$ cat config.mk
export PLATFORM = sky130hd
export DESIGN_NAME = ulpi_link_tester
export DESIGN_NICKNAME = d
export VERILOG_FILES = /design/src/rtl/ulpi_lt_pkg.sv /design/src/rtl/ulpi_lt_txbuf.sv /design/src/rtl/ulpi_lt_busif.sv /design/src/rtl/ulpi_lt_seq.sv /design/src/rtl/ulpi_link_tester.sv
export SDC_FILE = /design/constraint.sdc
export NUM_CORES = 1
export LEC_CHECK = 0
export ABC_AREA = 1
export CORE_MARGIN = 4
export CORE_UTILIZATION = 40
export CTS_BUF_LIST = sky130_fd_sc_hd__clkbuf_8
export DETAILED_ROUTE_END_ITERATION = 12
export DONT_BUFFER_PORTS = 1
export GPL_ROUTABILITY_DRIVEN = 1
export SKIP_LAST_GASP = 1
export SLEW_MARGIN = 15
export SYNTH_ARGS = -nofsm -noshare
export SYNTH_HDL_FRONTEND = slang
export SYNTH_SLANG_ARGS = --single-unit
$ cat constraint.sdc
create_clock -name clk -period 1.8 [get_ports clk]
set_input_delay 0.18 -clock clk [delete_from_list [all_inputs] [get_ports clk]]
set_output_delay 0.18 -clock clk [all_outputs]
set_load 0.01 [all_outputs]
$ cat src/rtl/ulpi_lt_pkg.sv
package ulpi_lt_pkg;

   typedef enum logic [2:0] {
      OP_NONE   = 3'd0,
      OP_REG_WR = 3'd1,
      OP_REG_RD = 3'd2,
      OP_TX     = 3'd3,
      OP_ERR    = 3'd4
   } lt_op_e;

   typedef enum logic [2:0] {
      S_IDLE,
      S_CMD,
      S_DATA,
      S_WDATA,
      S_RDWAIT,
      S_ERR,
      S_STP
   } lt_state_e;

   localparam logic [1:0] CT_TX = 2'b01;
   localparam logic [1:0] CT_WR = 2'b10;
   localparam logic [1:0] CT_RD = 2'b11;

   localparam logic [7:0] BYTE_IDLE  = 8'h00;
   localparam logic [7:0] BYTE_FORCE = 8'hFF;

endpackage

$ cat src/rtl/ulpi_lt_txbuf.sv
module ulpi_lt_txbuf #(
   parameter int DEPTH = 16,
   parameter int W     = 8,
   parameter bit CLEAR = 1'b1,
   localparam int AW   = $clog2(DEPTH)
) (
   input  logic          clk,
   input  logic          rst_n,
   input  logic          we,
   input  logic [AW-1:0] waddr,
   input  logic [W-1:0]  wdata,
   input  logic [AW-1:0] raddr,
   output logic [W-1:0]  rdata
);

   logic [W-1:0] mem [DEPTH];

   generate
      if (CLEAR) begin : g_clr
         always_ff @(posedge clk) begin
            if (!rst_n) begin
               for (int i = 0; i < DEPTH; i++) mem[i] <= '0;
            end else if (we) begin
               mem[waddr] <= wdata;
            end
         end
      end else begin : g_noclr
         always_ff @(posedge clk) begin
            if (we && rst_n) mem[waddr] <= wdata;
         end
      end
   endgenerate

   assign rdata = mem[raddr];

endmodule

$ cat src/rtl/ulpi_lt_busif.sv
module ulpi_lt_busif #(
   parameter bit FLOAT_SUPPORT = 1'b1
) (
   input  logic clk,
   input  logic rst_n,
   input  logic dir,
   input  logic float_en,
   output logic own,
   output logic turn,
   output logic data_oe,
   output logic stp_oe
);

   logic dir_q;
   logic float_g;

   always_ff @(posedge clk) begin
      if (!rst_n) dir_q <= 1'b0;
      else        dir_q <= dir;
   end

   generate
      if (FLOAT_SUPPORT) begin : g_float
         assign float_g = float_en;
      end else begin : g_nofloat
         assign float_g = 1'b0 & float_en;
      end
   endgenerate

   assign turn    = dir ^ dir_q;
   assign own     = !dir && !dir_q;
   assign data_oe = own && !float_g;
   assign stp_oe  = !float_g;

endmodule

$ cat src/rtl/ulpi_lt_seq.sv
module ulpi_lt_seq
   import ulpi_lt_pkg::*;
#(
   parameter int DEPTH     = 16,
   parameter int ERR_CNT_W = 8,
   localparam int AW       = $clog2(DEPTH),
   localparam int LEN_W    = $clog2(DEPTH + 1)
) (
   input  logic                 clk,
   input  logic                 rst_n,
   input  logic                 cmd_valid,
   input  logic [2:0]           cmd_op,
   input  logic [5:0]           cmd_addr,
   input  logic [7:0]           cmd_wdata,
   input  logic [3:0]           cmd_pid,
   input  logic [LEN_W-1:0]     cmd_len,
   input  logic [ERR_CNT_W-1:0] cmd_err_cycles,
   output logic                 cmd_ready,
   input  logic                 dir,
   input  logic                 nxt,
   input  logic                 own,
   input  logic                 turn,
   input  logic [7:0]           data_i,
   input  logic [7:0]           buf_rdata,
   output logic [AW-1:0]        buf_raddr,
   output logic [7:0]           data_o,
   output logic                 stp,
   output logic                 done,
   output logic                 aborted,
   output logic [7:0]           rd_data
);

   lt_state_e            state;
   lt_op_e               kind_q;
   logic [7:0]           cmd_byte_q;
   logic [7:0]           wdata_q;
   logic [LEN_W-1:0]     len_q;
   logic [AW-1:0]        idx;
   logic [ERR_CNT_W-1:0] cnt_q;
   lt_op_e               op_in;
   logic                 start;
   logic                 last_byte;
   logic                 driving;

   assign op_in     = lt_op_e'(cmd_op);
   assign cmd_ready = (state == S_IDLE) && own;
   assign start     = cmd_ready && cmd_valid;
   assign last_byte = (LEN_W'(idx) + LEN_W'(1)) == len_q;
   assign driving   = (state == S_CMD) || (state == S_DATA) ||
                      (state == S_WDATA) || (state == S_ERR);
   assign buf_raddr = idx;
   assign stp       = (state == S_STP);

   always_comb begin
      case (state)
         S_CMD:   data_o = cmd_byte_q;
         S_DATA:  data_o = buf_rdata;
         S_WDATA: data_o = wdata_q;
         S_ERR:   data_o = BYTE_FORCE;
         default: data_o = BYTE_IDLE;
      endcase
   end

   always_ff @(posedge clk) begin
      if (!rst_n) begin
         state      <= S_IDLE;
         kind_q     <= OP_NONE;
         cmd_byte_q <= '0;
         wdata_q    <= '0;
         len_q      <= '0;
         idx        <= '0;
         cnt_q      <= '0;
         done       <= 1'b0;
         aborted    <= 1'b0;
         rd_data    <= '0;
      end else begin
         done    <= 1'b0;
         aborted <= 1'b0;
         if (driving && dir) begin
            aborted <= 1'b1;
            state   <= S_IDLE;
         end else begin
            case (state)
               S_IDLE: begin
                  if (start) begin
                     kind_q <= op_in;
                     idx    <= '0;
                     case (op_in)
                        OP_TX: begin
                           cmd_byte_q <= {CT_TX, 2'b00, cmd_pid};
                           len_q      <= (cmd_len > LEN_W'(DEPTH)) ? LEN_W'(DEPTH) : cmd_len;
                           state      <= S_CMD;
                        end
                        OP_REG_WR: begin
                           cmd_byte_q <= {CT_WR, cmd_addr};
                           wdata_q    <= cmd_wdata;
                           state      <= S_CMD;
                        end
                        OP_REG_RD: begin
                           cmd_byte_q <= {CT_RD, cmd_addr};
                           state      <= S_CMD;
                        end
                        OP_ERR: begin
                           cnt_q <= (cmd_err_cycles < ERR_CNT_W'(2)) ?
                                    ERR_CNT_W'(1) : cmd_err_cycles - ERR_CNT_W'(1);
                           state <= S_ERR;
                        end
                        default: state <= S_IDLE;
                     endcase
                  end
               end
               S_CMD: begin
                  if (nxt && own) begin
                     case (kind_q)
                        OP_TX:     state <= (len_q == '0) ? S_STP : S_DATA;
                        OP_REG_WR: state <= S_WDATA;
                        default:   state <= S_RDWAIT;
                     endcase
                  end
               end
               S_DATA: begin
                  if (nxt && own) begin
                     if (last_byte) state <= S_STP;
                     else           idx   <= idx + AW'(1);
                  end
               end
               S_WDATA: begin
                  if (nxt && own) state <= S_STP;
               end
               S_ERR: begin
                  if (cnt_q == '0) state <= S_STP;
                  else             cnt_q <= cnt_q - ERR_CNT_W'(1);
               end
               S_RDWAIT: begin
                  if (dir && !turn) begin
                     rd_data <= data_i;
                     done    <= 1'b1;
                     state   <= S_IDLE;
                  end
               end
               S_STP: begin
                  done  <= 1'b1;
                  state <= S_IDLE;
               end
               default: state <= S_IDLE;
            endcase
         end
      end
   end

endmodule

$ cat src/rtl/ulpi_link_tester.sv
module ulpi_link_tester
   import ulpi_lt_pkg::*;
#(
   parameter int BUF_DEPTH     = 16,
   parameter int DATA_W        = 8,
   parameter int ERR_CNT_W     = 8,
   parameter bit CLEAR_BUF     = 1'b1,
   parameter bit FLOAT_SUPPORT = 1'b1,
   localparam int AW           = $clog2(BUF_DEPTH),
   localparam int LEN_W        = $clog2(BUF_DEPTH + 1)
) (
   input  logic                 clk,
   input  logic                 rst_n,
   input  logic                 cmd_valid,
   input  logic [2:0]           cmd_op,
   input  logic [5:0]           cmd_addr,
   input  logic [7:0]           cmd_wdata,
   input  logic [3:0]           cmd_pid,
   input  logic [LEN_W-1:0]     cmd_len,
   input  logic [ERR_CNT_W-1:0] cmd_err_cycles,
   output logic                 cmd_ready,
   input  logic                 buf_we,
   input  logic [AW-1:0]        buf_waddr,
   input  logic [7:0]           buf_wdata,
   input  logic                 float_en,
   output logic                 done,
   output logic                 aborted,
   output logic [7:0]           rd_data,
   input  logic [7:0]           ulpi_data_i,
   output logic [7:0]           ulpi_data_o,
   output logic                 ulpi_data_oe,
   input  logic                 ulpi_dir,
   input  logic                 ulpi_nxt,
   output logic                 ulpi_stp,
   output logic                 ulpi_stp_oe
);

   if (DATA_W != 8) begin : g_chk_w
      $error("ulpi_link_tester: the bus is eight bits wide");
   end
   if (BUF_DEPTH < 2 || (1 << AW) != BUF_DEPTH) begin : g_chk_d
      $error("ulpi_link_tester: BUF_DEPTH must be a power of two, at least 2");
   end
   if (ERR_CNT_W < 2) begin : g_chk_e
      $error("ulpi_link_tester: ERR_CNT_W must be at least 2");
   end

   logic          own;
   logic          turn;
   logic [AW-1:0] buf_raddr;
   logic [7:0]    buf_rdata;

   ulpi_lt_busif #(.FLOAT_SUPPORT(FLOAT_SUPPORT)) u_busif (
      .clk      (clk),
      .rst_n    (rst_n),
      .dir      (ulpi_dir),
      .float_en (float_en),
      .own      (own),
      .turn     (turn),
      .data_oe  (ulpi_data_oe),
      .stp_oe   (ulpi_stp_oe)
   );

   ulpi_lt_txbuf #(.DEPTH(BUF_DEPTH), .W(DATA_W), .CLEAR(CLEAR_BUF)) u_buf (
      .clk   (clk),
      .rst_n (rst_n),
      .we    (buf_we),
      .waddr (buf_waddr),
      .wdata (buf_wdata),
      .raddr (buf_raddr),
      .rdata (buf_rdata)
   );

   ulpi_lt_seq #(.DEPTH(BUF_DEPTH), .ERR_CNT_W(ERR_CNT_W)) u_seq (
      .clk            (clk),
      .rst_n          (rst_n),
      .cmd_valid      (cmd_valid),
      .cmd_op         (cmd_op),
      .cmd_addr       (cmd_addr),
      .cmd_wdata      (cmd_wdata),
      .cmd_pid        (cmd_pid),
      .cmd_len        (cmd_len),
      .cmd_err_cycles (cmd_err_cycles),
      .cmd_ready      (cmd_ready),
      .dir            (ulpi_dir),
      .nxt            (ulpi_nxt),
      .own            (own),
      .turn           (turn),
      .data_i         (ulpi_data_i),
      .buf_rdata      (buf_rdata),
      .buf_raddr      (buf_raddr),
      .data_o         (ulpi_data_o),
      .stp            (ulpi_stp),
      .done           (done),
      .aborted        (aborted),
      .rd_data        (rd_data)
   );

endmodule

**After elaboration in Yosys (flattened, before gate mapping)**

Memories as Yosys holds them, arrays and structs flattened. A register that Yosys moved wholly into a read port is not among the register bits.
Cells that the tools add are included.

- Add/subtract/negate cells: 4
- $mul: 0
- Div/mod/pow operators: 0
- $lt $le $gt $ge: 2
- Equal/unequal tests: 23
- Shifts and indexed selects: 0
- Muxes and demuxes: 35
- Bitwise gates (word level): 3
- Reduce and logical (&&, ||, !) cells: 31

Operators with widths:

| operator | count |
|---|---|
| $mux 8 | 5 |
| $pmux 8 s4 | 1 |
| $mux 3 | 8 |
| $mux 4 | 6 |
| $pmux 8 s3 | 1 |
| $pmux 3 s6 | 1 |
| $pmux 8 s2 | 1 |
| $sub 8x1->8 const B | 2 |
| $eq 3x2->1 const B | 5 |
| $ne 2x2->1 const B | 7 |
| $eq 3x3->1 const B | 4 |
| $pmux 3 s2 | 2 |
| $reduce_and 4->1 | 3 |
| $reduce_and 5->1 | 2 |
| $eq 3x1->1 const B | 3 |
| $logic_not 8->1 | 1 |
| $lt 8x2->1 const B | 1 |
| $pmux 4 s2 | 1 |
| $reduce_or 8->1 | 1 |
| $logic_and 1x1->1 | 7 |
| $mux 1 | 7 |
| $reduce_and 7->1 | 1 |
| $ne 2x1->1 const B | 3 |
| $reduce_and 3->1 | 2 |
| other kinds (16) | 23 |

- Bits in registers: 50
- Bits in latches: 0
- Bits in writable memories: 128
- ROM bits: 0
- Input port bits: 61
- Memories: 1

Memories:

| name | depth | width | rd ports | clocked after Yosys merged registers in | wr ports | line | RTL |
|---|---|---|---|---|---|---|---|
| u_buf.mem | 16 | 8 | 1 | 1 | 16 | ulpi_lt_txbuf.sv:16 | `logic [W-1:0] mem [DEPTH];` |

**Logic depth before layout (Yosys ltp)**

- Depth in word-level cells: 9
- Gate-level depth with buffers: 13

**By module**

Synthesis repeated with hierarchy kept, for this count alone.

- Cell total of the unflattened synthesis: 1154
- Area total of the unflattened synthesis: 9138.8 µm²

By module, submodules not included:

| module | instances | cells each | area an instance (µm²) | seq. area each (µm²) |
|---|---|---|---|---|
| ulpi_lt_txbuf | 1 | 708 | 6248.5 | 3843.7 |
| ulpi_lt_seq | 1 | 437 | 2829.0 | 980.9 |
| ulpi_lt_busif | 1 | 9 | 61.3 | 20.0 |

**Worst setup path before layout**

Ideal clock, no wire load.

- Kind: reg-to-output
- Start: register (tool-made name)
- End: output port ulpi_data_o[5]
- Arrival: 1.335 ns
- Slack: 0.285 ns
- Stages on the path, launching flop included: 10
- Path buffers: 2
- Path through: dfxtp_1 > buf_2 > inv_2 > clkbuf_1 > nor2_1 > o211ai_1 > o21ai_1 > nand2_1 > nand3_1 > nand3_1

RTL lines:

| item | line | RTL |
|---|---|---|
| end, declared | ulpi_link_tester.sv:30 | `output logic [7:0] ulpi_data_o,` |

==> metrics.cfg <==
[outcome]
status=finished with violations
violations=negative setup slack

[cells_and_area]
fin_nets=1144
drive_above_1_share=0.147
layoutNonFillerInstCount=1368
final_core_util=0.496
stdcell_area_um2=10500
area_delta_synth_final_pct=20.9

[yosys]
ys_seq_elements=182
synthAdderAreaFrac=0.00577
yosys-top-cells-count=nor2_1, edfxtp_1, nand2_1
synthDistinctLibCells=39
yosys.area.top_type=edfxtp_1
muxShareOfSynthArea=0
async_flop_share=0
synth.yosys.seq_area_share=0.568
synth_xor_area_frac=0.00505
yosys_warnings=0
synth_cells=1004
synth_top_cells_by_area=edfxtp_1, dfxtp_1, nor2_1
netlist_area_um2=8670
ys.flop_type=edfxtp_1
synth_compound_area_frac=0.130
yosysMostFrequentCell=nor2_1
synth_fp_nets=1069
synth_top_family_by_area=simple AND/OR/NAND/NOR gates
synth_edf_count=128
syn_area_per_cell_um2=8.64
synth_top_area_share=0.443
synth-simple-area-share=0.236

[critical_path]
crit_path_end_kind=output pin
cp_common_cell=nand2_1
required_ns=1.62
start_kind=register
reg2reg_setup_slack_ns=0.07
path_class=reg -> out
r2r_end=u_seq.done
r2r-start=u_seq.state[1]
cp_max_fo=28
critPathMaxStageDelay_ns=0.46
crit_chain=inv_4 -> buf_12 -> o21ai_0 -> o211ai_1 -> nand3_1 -> nand2_1 -> nand2_1 -> nand3_2
cp.arrival_ns=2.02
r2r_cells=6
slowest_stage=dfxtp_4

[die]
rows=53
boundaryPins=83
die_w_um=155
die_y_um=155
dieArea_um2=24100
start_util=0.410
fp.coreArea_um2=21200

[global_routing]
grt_usage=0.204
overflow=0
grt_pass1_vias=7021
grt_max_degree=39
grt_pass1_wl_um=38200
antenna_found_initial=0

[drt]
drt_iter0_drc=792
vias=7328
drt_wl_total_um=24800
drtPass1Iterations=5
remaining_drc_errors=0
avgViaCountPerCell=5.36
wl_per_cell_um=18.2
ant_nets=0

[timing]
max_freq_mhz=455
fin_crit_sh=1.22
relSlewSlack=0.604
grt_setup_unrepaired=true
finalSetupViolations=8
worstMarginPinSlew_ns=0.579
final-hold-violation-count=0
min_period_ns=2.20
worst_slack_ns=-0.396
finClkSkew_ns=0.0148
final_max_slew_viol_count=0

[clock_tree]
clkSinkCount=182
cts_tree=done
root_buffer=clkbuf_8
cts_max_level=4
insertion_delay_ns=0.47
cts_made_buffers=17
path_clk_slew_ns=0.11
clockBufferDepth=2

[placement]
dp_hpwl_um=15800
placedCellCount=1282
placed_area_um2=9240
gp_congestion=0.864
port-buffer-count=0

[power]
ir_drop_uv=776
powerDensity_nw_per_um2=1240
power_mw=13.0
leakage_nw=4.14

[flow_run]
drv_cap=0

[worst_hold_path]
hold_path.class=in -> reg
hp-start=cmd_op[2]
worstHoldEndpoint=u_seq.len_q[0]
worstHoldPathCells=3

==> metrics by stage <==
step | setup slack, ns | hold WS [ns] | setup TNS [ns]
5_1_grt | -0.495 | 0.0299 | -3.54
3_5_place_dp | 0.0516 | 0.279 | 0
3_3_place_gp | 0.0673 | 0.277 | 0
2_1_floorplan | 0.285 | 0.273 | 0
6_report | -0.396 | 0.0366 | -2.72
4_1_cts | -0.328 | 0.0150 | -2.50
==> kinds of logic after synthesis <==
kind of cell	count (synthesis)
DFF	182
buffers and inverters	123
AOI/OAI and AO/OA	199
xor gates and xnor gates	5
adders and majority gates	4
and+or+nand+nor	491
==> cell usage in the layout, fill, tap and decap left out, types with 6 or more instances in the layout <==
cell           instances
nor2_1               281
edfxtp_1             128
nand2_1              124
inv_1                 62
o21ai_0               61
o21ai_1               56
dfxtp_1               49
dlygate4sd3_1         41
buf_4                 37
nand3_1               33
o211ai_1              31
a21oi_1               27
inv_2                 17
clkbuf_8              17
nand3_2               11
nand4_1                9
o21ai_2                8
nor2_2                 8
buf_12                 8
nor2_4                 6
a31oi_1                6
inv_6                  6
==> layer usage <==
layer | routed length, um | GRT usage | vias up
li1 | - | - | 3535
met1 | 10700 | 0.276 | 3474
met2 | 11800 | 0.329 | 273
met3 | 1720 | 0.0381 | 46
met4 | 623 | 0.0721 | 0
met5 | 0 | 0 | -
==> sequential cells by signal, summed over array words and instances (netlist names), named ones only <==
| register | cells |
|---|---|
| u_seq.rd_data | 8 |
| u_seq.wdata_q | 8 |
| u_seq.cnt_q | 8 |
| u_seq.state | 3 |
| u_seq.aborted | 1 |
| u_seq.kind_q | 3 |
| u_buf.mem | 128 |
| u_seq.done | 1 |
| u_seq.buf_raddr | 4 |
| u_busif.dir_q | 1 |
| u_seq.len_q | 5 |
| u_seq.cmd_byte_q | 8 |
==> power breakdown <==
| group | switching, mW | total [mW] | internal (mW) |
|---|---|---|---|
| clock | 1.67 | 2.83 | 1.16 |
| sequential | 0.323 | 5.16 | 4.83 |
| combinational | 3.04 | 5.04 | 1.99 |
| total | 5.04 | 13.0 | 7.99 |
==> worst max-delay path: cells and delay by family, from the launching register on <==
family / cells / cell delay [ns]
flip-flops: 1 / 0.46
AO/OA/AOI/OAI: 2 / 0.43
buffers and inverters: 2 / 0.26
AND/OR/NAND/NOR: 4 / 0.40
==> worst max-delay path by stage <==
stage                   from        endpoint  slack, ns  cells past startpoint
detailed placement  register  ulpi_data_o[4]       0.05                     10
global placement    register  ulpi_data_o[6]       0.07                      8
finish              register  ulpi_data_o[1]      -0.40                      8
floorplan           register  ulpi_data_o[5]       0.28                      9
CTS                 register  ulpi_data_o[3]      -0.33                      8
global route        register  ulpi_data_o[5]      -0.49                     10
==> what timing repair did <==
item | CTS | global route
endpoints found under the hold margin | 51 | 0
setup buffers | 2 | 1
setup endpoints to repair | 8 | 29
hold buffers | 42 | 0
cloned | 3 | 5
gates resized for setup | 44 | 34
pin swaps | 16 | 15
==> final cells by class <==
class	instances	area (um2)
diodes	1	2.50
clock buffers	17	234
clock inverters	15	156
fillers	1962	10700
inverters	82	315
multi-input cells	699	3400
flip-flops and latches	182	4940
well taps	275	344
repair buffers	97	1100
No activity file was read; power rests on OpenSTA's default activity.
